--- src/rtl/ptg_pkg.sv ---
package ptg_pkg;
    localparam int BYTE_W = 8;

    typedef enum logic [1:0] {
        PTG_STOP = 2'd0,
        PTG_PH_A = 2'd1,
        PTG_PH_B = 2'd2
    } ptg_state_e;

    // control byte fields
    localparam int CTL_RUN  = 0;
    localparam int CTL_IE   = 1;
    localparam int CTL_PEND = 2;
    localparam int CTL_TEST = 3;

    // port byte fields
    localparam int PORT_LVL = 0;
    localparam int PORT_DIR = 1;
endpackage

--- src/rtl/ptg_fsm.sv ---
module ptg_fsm
    import ptg_pkg::*;
(
    input  logic       clk,
    input  logic       rst_n,
    input  logic       start_req,
    input  logic       stop_req,
    input  logic       cnt_uflow,
    output logic       running,
    output logic       tick
);
    ptg_state_e state_q, state_d;

    always_ff @(posedge clk or negedge rst_n) begin
        if (!rst_n) state_q <= PTG_STOP;
        else        state_q <= state_d;
    end

    always_comb begin
        state_d = state_q;
        unique case (state_q)
            PTG_STOP: if (start_req) state_d = PTG_PH_A;
            PTG_PH_A: state_d = stop_req ? PTG_STOP : PTG_PH_B;
            PTG_PH_B: state_d = (stop_req || cnt_uflow) ? PTG_STOP : PTG_PH_A;
            default:  state_d = PTG_STOP;
        endcase
    end

    always_comb begin
        running = (state_q != PTG_STOP);
        tick    = (state_q == PTG_PH_B);
    end


    expire_stops_chk: assert property (@(posedge clk) disable iff (!rst_n)
        cnt_uflow |=> (state_q == PTG_STOP));


    start_enters_phase_chk: assert property (@(posedge clk) disable iff (!rst_n)
        (state_q == PTG_STOP && start_req) |=> (state_q == PTG_PH_A));
endmodule

--- src/rtl/ptg_prescaler.sv ---
module ptg_prescaler #(
    parameter int W = 16
) (
    input  logic         clk,
    input  logic         rst_n,
    input  logic         load,
    input  logic         tick,
    input  logic [W-1:0] reload,
    output logic         uflow
);
    logic [W-1:0] cnt_q;

    assign uflow = tick && (cnt_q == '0);

    always_ff @(posedge clk or negedge rst_n) begin
        if (!rst_n)              cnt_q <= '0;
        else if (load || uflow)  cnt_q <= reload;
        else if (tick)           cnt_q <= cnt_q - W'(1);
    end


    start_reload_chk: assert property (@(posedge clk) disable iff (!rst_n)
        load |=> (cnt_q == $past(reload)));


    tick_step_chk: assert property (@(posedge clk) disable iff (!rst_n)
        (tick && !load && cnt_q != '0) |=> (cnt_q == $past(cnt_q) - W'(1)));
endmodule

--- src/rtl/ptg_count.sv ---
module ptg_count #(
    parameter int W  = 16,
    parameter int NB = W / 8
) (
    input  logic          clk,
    input  logic          rst_n,
    input  logic [NB-1:0] wr_be,
    input  logic [7:0]    wdata,
    input  logic          dec,
    output logic [W-1:0]  value,
    output logic          uflow
);
    logic [W-1:0] val_q, val_d;

    assign value = val_q;
    assign uflow = dec && (val_q == '0);

    always_comb begin
        val_d = val_q;
        if (|wr_be) begin
            for (int i = 0; i < NB; i++) begin
                if (wr_be[i]) val_d[8*i +: 8] = wdata;
            end
        end else if (dec) begin
            val_d = val_q - W'(1);
        end
    end

    always_ff @(posedge clk) begin
        val_q <= val_d;
    end


    count_step_chk: assert property (@(posedge clk) disable iff (!rst_n)
        (dec && !(|wr_be)) |=> (val_q == $past(val_q) - W'(1)));


    count_hold_chk: assert property (@(posedge clk) disable iff (!rst_n)
        (!dec && !(|wr_be)) |=> $stable(val_q));
endmodule

--- src/rtl/ptg_counter.sv ---
module ptg_counter
    import ptg_pkg::*;
#(
    parameter int PRESC_W = 16,
    parameter int CNT_W   = 16,
    parameter int ADDR_W  = 3
) (
    input  logic              clk,
    input  logic              rst_n,
    input  logic              bus_we,
    input  logic [ADDR_W-1:0] bus_addr,
    input  logic [7:0]        bus_wdata,
    output logic [7:0]        bus_rdata,
    output logic              pin_out,
    output logic              pin_oe,
    output logic              irq
);
    localparam int PRE_NB   = PRESC_W / BYTE_W;
    localparam int CNT_NB   = CNT_W / BYTE_W;
    localparam int CNT_BASE = PRE_NB;
    localparam int CTL_IDX  = PRE_NB + CNT_NB;
    localparam int PORT_IDX = CTL_IDX + 1;
    localparam logic [ADDR_W-1:0] CTL_A  = ADDR_W'(CTL_IDX);
    localparam logic [ADDR_W-1:0] PORT_A = ADDR_W'(PORT_IDX);

    logic [PRESC_W-1:0] reload_q;
    logic [CNT_NB-1:0]  cnt_be;
    logic [CNT_W-1:0]   cnt_val;
    logic ctl_wr, port_wr, start_req, stop_req;
    logic running, tick, presc_uflow, cnt_uflow;
    logic ie_q, pend_q, test_q, lvl_q, dir_q;

    assign ctl_wr    = bus_we && (bus_addr == CTL_A);
    assign port_wr   = bus_we && (bus_addr == PORT_A);
    assign start_req = ctl_wr && bus_wdata[CTL_RUN] && !running;
    assign stop_req  = ctl_wr && !bus_wdata[CTL_RUN];

    // reload bytes survive reset
    for (genvar g = 0; g < PRE_NB; g++) begin : g_reload
        always_ff @(posedge clk) begin
            if (bus_we && bus_addr == ADDR_W'(g))
                reload_q[8*g +: 8] <= bus_wdata;
        end
    end

    for (genvar g = 0; g < CNT_NB; g++) begin : g_cnt_be
        assign cnt_be[g] = bus_we && (bus_addr == ADDR_W'(CNT_BASE + g));
    end

    ptg_fsm u_fsm (
        .clk       (clk),
        .rst_n     (rst_n),
        .start_req (start_req),
        .stop_req  (stop_req),
        .cnt_uflow (cnt_uflow),
        .running   (running),
        .tick      (tick)
    );

    ptg_prescaler #(.W(PRESC_W)) u_presc (
        .clk    (clk),
        .rst_n  (rst_n),
        .load   (start_req),
        .tick   (tick),
        .reload (reload_q),
        .uflow  (presc_uflow)
    );

    ptg_count #(.W(CNT_W), .NB(CNT_NB)) u_count (
        .clk   (clk),
        .rst_n (rst_n),
        .wr_be (cnt_be),
        .wdata (bus_wdata),
        .dec   (presc_uflow),
        .value (cnt_val),
        .uflow (cnt_uflow)
    );

    always_ff @(posedge clk or negedge rst_n) begin
        if (!rst_n) begin
            ie_q   <= 1'b0;
            test_q <= 1'b0;
            pend_q <= 1'b0;
        end else begin
            if (ctl_wr) begin
                ie_q   <= bus_wdata[CTL_IE];
                test_q <= bus_wdata[CTL_TEST];
            end
            if (cnt_uflow)
                pend_q <= 1'b1;
            else if (ctl_wr && !bus_wdata[CTL_PEND])
                pend_q <= 1'b0;
        end
    end

    always_ff @(posedge clk or negedge rst_n) begin
        if (!rst_n) begin
            lvl_q <= 1'b0;
            dir_q <= 1'b0;
        end else if (port_wr) begin
            lvl_q <= bus_wdata[PORT_LVL];
            dir_q <= bus_wdata[PORT_DIR];
        end else if (presc_uflow) begin
            lvl_q <= ~lvl_q;
        end
    end

    assign pin_out = lvl_q;
    assign pin_oe  = dir_q;
    assign irq     = pend_q && ie_q;

    always_comb begin
        bus_rdata = '0;
        for (int i = 0; i < PRE_NB; i++)
            if (bus_addr == ADDR_W'(i)) bus_rdata = reload_q[8*i +: 8];
        for (int i = 0; i < CNT_NB; i++)
            if (bus_addr == ADDR_W'(CNT_BASE + i)) bus_rdata = cnt_val[8*i +: 8];
        if (bus_addr == CTL_A)
            bus_rdata = {4'b0, test_q, pend_q, ie_q, running};
        if (bus_addr == PORT_A)
            bus_rdata = {6'b0, dir_q, lvl_q};
    end


    expire_sets_pend_chk: assert property (@(posedge clk) disable iff (!rst_n)
        cnt_uflow |=> pend_q);


    race_stop_pend_chk: assert property (@(posedge clk) disable iff (!rst_n)
        (cnt_uflow && stop_req) |=> (pend_q && !running));


    toggle_on_uflow_chk: assert property (@(posedge clk) disable iff (!rst_n)
        (presc_uflow && !port_wr) |=> (lvl_q != $past(lvl_q)));


    frozen_level_chk: assert property (@(posedge clk) disable iff (!rst_n)
        (!running && !port_wr) |=> $stable(lvl_q));
endmodule

--- config.mk ---
export PLATFORM = sky130hd
export DESIGN_NAME = ptg_counter
export DESIGN_NICKNAME = d
export VERILOG_FILES = /design/src/rtl/ptg_pkg.sv /design/src/rtl/ptg_fsm.sv /design/src/rtl/ptg_prescaler.sv /design/src/rtl/ptg_count.sv /design/src/rtl/ptg_counter.sv
export SDC_FILE = /design/constraint.sdc
export NUM_CORES = 1
export LEC_CHECK = 0
export ABC_AREA = 1
export BUFFER_PORTS_ARGS = -buffer_cell sky130_fd_sc_hd__buf_4
export CAP_MARGIN = 20
export CORE_MARGIN = 2
export CORE_UTILIZATION = 25
export CTS_CLUSTER_SIZE = 10
export DETAILED_ROUTE_END_ITERATION = 10
export GPL_ROUTABILITY_DRIVEN = 0
export PLACE_DENSITY = 0.38
export SYNTH_ARGS = -nofsm -noshare
export SYNTH_HDL_FRONTEND = slang
export SYNTH_HIERARCHICAL = 1
export SYNTH_SLANG_ARGS = --single-unit
--- constraint.sdc ---
create_clock -name clk -period 2.5 [get_ports clk]
set_input_delay 0.25 -clock clk [delete_from_list [all_inputs] [get_ports clk]]
set_output_delay 0.25 -clock clk [all_outputs]
set_load 0.01 [all_outputs]
==> impl_results.md, run 1 <==
- Status: complete, no violations
- I/O pins: 25
- Clk Latency, worst-skew pair: 300 ps
- Post-synthesis net count: 484
- Pin count of the biggest net entering global routing: 24
- EDFF count, synth: 32
- Setup WS pre-CTS: 38.1 ps
- CTS tree: built
- Vias in the first global route: 2974
- VDD IR-drop max: 0.000211 V
- Met2 WL: 5060 µm
- Routed Antenna Nets: 0
- Core area: 13700 µm²
- Clk root buf: clkbuf_16
- Nets: 517
- Final Cycle Share: 0.870
- Area contributors post-synth: edfxtp_1 28%, nand2_1 17%, dfrtp_1 17%
- Fin Setup TNS: 0 ps
- Leakage: 1.86 nW
- Final hold viol count: 0
- Util after Layout: 0.296
- Synth async-reset ratio: 0.418
- Share of layout cells above drive strength 1: 0.151
- Layout Area Growth over Synthesis: 17.0%
- Final Setup Violations: 0
- Depth of the CTS H-tree: 2
- Sink Count: 55
- #FFs+latches synth: 55
- CP max FO: 6
- Worst reg2reg path depth: 11
- Setup Crit Path Kind: reg -> reg
- Worst path arrival time: 2370 ps
- Core Rows: 43
- Power Total: 2.93 mW
- Worst setup margin: 326 ps
- Warnings, synthesis: 6
- Drc violations: 0
- Max Used Layer: met4
- PwrDens: 724 nW/µm²
- Count leader, synth: nand2_1
- Area fraction of the dominant cell type after synthesis: 0.277
- Clock Skew: 6.48 ps
- Synth cell types: 31
- Setup slack, reg-to-reg: 330 ps
- Design Area, Final: 4060 µm²
- Final HPWL DP: 8110 µm
- Port buffer count: 24
- Fillers: 1531
- Synth area leader: edfxtp_1
- Grt total ovfl: 0
- WHS Endpoint: reload_q[5]
- Main synth FF type: edfxtp_1
- Unrepaired setup endpoints after global routing: no
- Post-route minimum period: 2170 ps
- Critical Path Sink Type: flip-flop
- Worst slew margin: 0.560
- Die Wd: 122 µm
- Total die area: 14800 µm²
- Synthesized area per cell: 7.41 µm²
- Die Ht: 122 µm
- Initial antenna violation count: 0
- Vias per cell: 4.41
- Drt initial violations: 154
- Cell count after synthesis: 468
- M1 WL: 4740 µm
- Vias: 3005
- Worst path required time: 2690 ps
- Max Cap Viol: 0
- Setup bufs post-CTS: 0
- Longest Clk Path Bufs: 2
- Synthesized area: 3470 µm²
- Wire length of the first global-routing pass: 16300 µm
- Clock transition at path regs: 80 ps
- Synth cell count leaders: 156 x nand2_1, 53 x inv_1, 53 x nor2_1
- DRT Pass-1 Iters: 4
- Met3 wire len: 221 µm
- Wire per inst: 14.8 µm
- Worst slew pin tran: 654 ps
- Worst Hold Class: in -> reg
- Routed wire length: 10100 µm
- Post-synthesis sequential area ratio: 0.443
- Pins Over Slew Limit: 0
- Worst Hold Launch: bus_wdata[5]
- Fmax: 460 MHz
- CP Launch Type: flip-flop
- CTS Buf Count: 5
- Initial core utilization: 0.253
- Hold depth: 1
- FF-to-FF End: u_fsm/state_q[0]
- Reg2reg start: u_presc/cnt_q[0]
- Tot GR Track Use: 0.144
- Placed Instance Area: 3890 µm²
- Ant diodes: 0
==> report_power, final <==
part	leakage [nW]	switching, mW	total (mW)	internal (mW)
registers	0.586	0.179	1.29	1.11
clock network	0.0708	0.349	0.726	0.377
logic	1.20	0.572	0.916	0.343
==> what timing repair did <==
| action | 4_1_cts | 5_1_grt |
|---|---|---|
| setup endpoints to repair | 0 | 2 |
| hold endpoints to repair | 23 | 0 |
| resized for setup | 0 | 2 |
| hold buffers | 1 | 0 |
==> stage by stage <==
stage,hold slack [ps],cells
after CTS,159,682
after detailed placement,173,673
after floorplan,-45.6,468
after global routing,157,682
final,165,682
after global placement,173,673
==> cell families after synthesis <==
family          after synthesis  synth area share
buf+inv                      66            0.0787
flops                        55             0.443
xor+xnor                     13            0.0329
fa+ha+maj                     2           0.00722
simple gates                309             0.400
compound gates               23            0.0379
==> registers in the layout, indices dropped and copies added (netlist names) <==
signal / count
u_fsm/state_q: 2
pend_q: 1
u_count/value: 16
pin_oe: 1
pin_out: 1
reload_q: 16
test_q: 1
u_presc/cnt_q: 16
ie_q: 1
==> worst max-delay path, stage by stage (launching register included) <==
cell and delay [ps]:
dfrtp_1 410, inv_1 90, ha_1 200, nand2_2 120
nor2_2 230, nand3_1 150, nor2_2 220, nand3_1 150
nor3_2 310, nor2_1 90, nand2_1 70, nand2_1 50
==> layout by cell type, fill, tap and decap left out, drive strengths merged <==
master         n
a21oi          2
buf           33
clkbuf         5
clkinvlp       1
dfrtp         23
dlygate4sd3    1
edfxtp        32
ha             2
inv           60
nand2        163
nand3         50
nand3b         1
nand4         12
nor2          70
nor3           8
nor4           2
o211ai         3
o21ai         16
o21bai         2
or2            3
xnor2          2
xor2          11
==> worst max-delay path by stage <==
stage	from	to	slack, ps	cells after the start
6_report	u_presc/cnt_q[0]	u_fsm/state_q[0]	330	11
5_1_grt	u_presc/cnt_q[0]	u_fsm/state_q[0]	90	11
4_1_cts	u_presc/cnt_q[0]	u_fsm/state_q[0]	20	11
3_5_place_dp	u_presc/cnt_q[0]	u_fsm/state_q[0]	40	11
3_3_place_gp	u_presc/cnt_q[0]	u_fsm/state_q[0]	120	11
2_1_floorplan	u_presc/cnt_q[0]	u_count/value[0]	390	8
==> area by class of cell <==
class / instances / area, µm² / share of cell area
Multi-Input combinational cell: 347 / 1670 / 0.412
Tap cell: 180 / 225 / 0.0555
Sequential cell: 55 / 1540 / 0.379
Timing Repair Buffer: 34 / 258 / 0.0636
Clock inverter: 3 / 22.5 / 0.00555
Inverter: 58 / 218 / 0.0537
Clock buffer: 5 / 125 / 0.0309
==> layer usage <==
layer	GRT usage	vias up
met2	0.251	25
met3	0.0211	5
met5	0	-
met1	0.191	1410
met4	0.0280	0
li1	-	1565
No activity file was read; power rests on OpenSTA's default activity.
==> inputs of run 2 (changes only) <==
Settings changed: CORE_UTILIZATION 25 to 38, PLACE_DENSITY 0.38 to 0.53.
==> run 2 against run 1 <==
Effect of this change:
- sequential power about the same
- power fell by 2.7%
- sequential share of layout area rose by 1.0 points
- worst setup slack worse by 53 ps
- maximum frequency down 2.4%
- largest power group unchanged
==> impl_results.md, run 2 (synthesis results as in run 1) <==
- Drc violations: 0 (unchanged)
- Pins Over Slew Limit: 0 (unchanged)
- Max Cap Viol: 0 (unchanged)
- Final HPWL DP: 7250 µm (-11%)
- Core area: 8760 µm² (-36%)
- Switching part of the total: 0.364 (-0.0111)
- Longest Clk Path Bufs: 2 (unchanged)
- Clk Latency, worst-skew pair: 310 ps (about the same)
- Core Rows: 34 (-21%)
- Clk root buf: clkbuf_8
- Port buffer count: 24 (unchanged)
- Initial antenna violation count: 0 (unchanged)
- Routed Antenna Nets: 0 (unchanged)
- Met1 Usage GRT: 0.268 (+0.0769)
- NetSw: 1.04 mW (-5.6%)
- Pin count of the biggest net entering global routing: 24 (unchanged)
- Share of layout cells above drive strength 1: 0.151 (-0.000301)
- Layout Area Growth over Synthesis: 13.9%
- Wire length of the first global-routing pass: 14900 µm (-8.5%)
- Initial core utilization: 0.395 (+0.143)
- Final hold viol count: 0 (unchanged)
- Seq pwr share: 0.449 (+0.009)
- Depth of the CTS H-tree: 2 (unchanged)
- Vias: 3022 (+0.57%)
- CTS Buf Count: 5 (unchanged)
- Part of the power in combinational logic: 0.318 (+0.006)
- Vias per cell: 4.95 (+12%)
- Final Setup Violations: 0 (unchanged)
- Fin Setup TNS: 0 ps (unchanged)
- Met3 GRT Util: 0.0274 (+0.00634)
- Unrepaired setup endpoints after global routing: no
- PwrDens: 723 nW/µm² (about the same)
- Critical Path Sink Type: flip-flop
- Min Hold Slack: 139 ps (-25.9 ps)
- Sink Count: 55 (unchanged)
- I/O pins: 25 (unchanged)
- CTS tree: built
- Die Wd: 99.5 µm (-18%)
- Total die area: 9900 µm² (-33%)
- Vias in the first global route: 2873 (-3.4%)
- Final Cycle Share: 0.891 (+0.0213)
- Nets: 518 (+0.19%)
- Worst path required time: 2710 ps (+20 ps)
- Status: complete, no violations
- Cell internal pwr: 1.82 mW (-0.96%)
- Worst Hold Class: in -> reg
- Leading cell type in the layout, fill and taps excluded: nand2_1
- Clock Skew: 6.47 ps (-0.00642 ps)
- Setup bufs post-CTS: 0 (unchanged)
- Clock share of power: 0.233 (-0.014)
- Hold depth: 1 (unchanged)
- DRT Pass-1 Iters: 5 (+1)
- VDD IR-drop max: 0.000285 V (+35%)
- Ant diodes: 0 (unchanged)
- Most Crowded Layer GR: met2
- Worst slew pin tran: 588 ps (-65.7 ps)
- Worst reg2reg path depth: 11 (unchanged)
- CP max FO: 6 (unchanged)
- Fmax: 449 MHz (-2.4%)
- Setup Crit Path Kind: reg -> reg
- Drt initial violations: 164 (+6.5%)
- CP Launch Type: flip-flop
- Routed wire length: 9350 µm (-7.4%)
- Worst path arrival time: 2440 ps (+70 ps)
- Grt total ovfl: 0 (unchanged)
- Setup slack, reg-to-reg: 270 ps (-50 ps)
- Leakage: 1.86 nW (about the same)
- Wire per inst: 15.3 µm (+3.4%)
- Commonest cells after routing, fill and taps aside: 156 x nand2_1, 53 x inv_1, 52 x nor2_1, 49 x nand3_1, 34 x buf_4
- Worst slew margin: 0.604 (+0.0438)
- Die Ht: 99.5 µm (-18%)
- GRT met2 Usage: 0.321 (+0.0698)
- Post-route minimum period: 2230 ps (+53.2 ps)
- Clock transition at path regs: 100 ps (+20 ps)
- Tot GR Track Use: 0.195 (+0.0506)
==> run 2: changes by cell type in the layout (fill, tap and decap cells not counted) <==
cell,before,now
clkbuf_16,5,1
inv_6,1,0
nor4_2,1,0
clkbuf_8,0,5
nor4_1,1,2
buf_4,33,34
bufinv_16,0,1
clkinvlp_4,1,0
==> run 2: worst max-delay path, stage by stage, from the launching register on <==
cell,delay (ps)
dfrtp_1,420
inv_1,90
ha_1,200
nand2_2,130
nor2_2,240
nand3_1,150
nor2_2,250
nand3_1,130
nor3_2,290
nor2_1,90
nand2_1,80
nand2_1,50
==> run 2: per-stage QoR <==
step | std cells | util | instance area, µm² | power, mW | setup WS (ps)
finish | 611 | 0.451 | 3950 | 2.86 | 272
detailed placement | 602 | 0.434 | 3800 | 2.20 | 9.72
global placement | 602 | 0.434 | 3800 | 2.19 | 31.5
global route | 611 | 0.451 | 3950 | 3.06 | 111
CTS | 611 | 0.450 | 3940 | 2.87 | 108
floorplan | 468 | - | 3470 | 1.95 | 392
==> run 2: what timing repair did <==
action,in CTS,in global routing
hold buffers,1,0
setup endpoints to repair,1,1
gates resized for setup,1,1
endpoints found under the hold margin,23,0
==> run 2: power by group through the flow <==
stage	combinational [mW]	sequential (mW)	clock [mW]
5_1_grt	1.03	1.31	0.720
3_3_place_gp	0.895	1.30	0
4_1_cts	0.906	1.28	0.688
6_report	0.907	1.28	0.666
2_1_floorplan	0.691	1.26	0
3_5_place_dp	0.901	1.30	0
==> run 2: layout make-up <==
| cell class | instances | area [µm²] |
|---|---|---|
| fill | 892 | 4810 |
| sequential | 55 | 1540 |
| tap | 108 | 135 |
| inverter | 58 | 218 |
| timing repair buffer | 35 | 265 |
| clock inverter | 2 | 36.3 |
| multi-input combinational | 347 | 1660 |
| clock buffer | 6 | 93.8 |
==> run 2: final timing paths <==
path / endpoint / start
worst max-delay path: u_fsm/state_q[0] / u_presc/cnt_q[0]
worst min-delay path: reload_q[14] / bus_wdata[6]
worst max register to register: u_fsm/state_q[0] / u_presc/cnt_q[0]
worst min register to register: u_fsm/state_q[1] / u_fsm/state_q[1]
max in group asynchronous: test_q / rst_n
min in group asynchronous: u_presc/cnt_q[11] / rst_n
==> run 2: per-layer routing <==
layer / share of wire / up-vias
met5: 0 / -
met4: 0.010 / 0
met3: 0.035 / 8
met2: 0.48 / 50
met1: 0.47 / 1399
li1: - / 1565
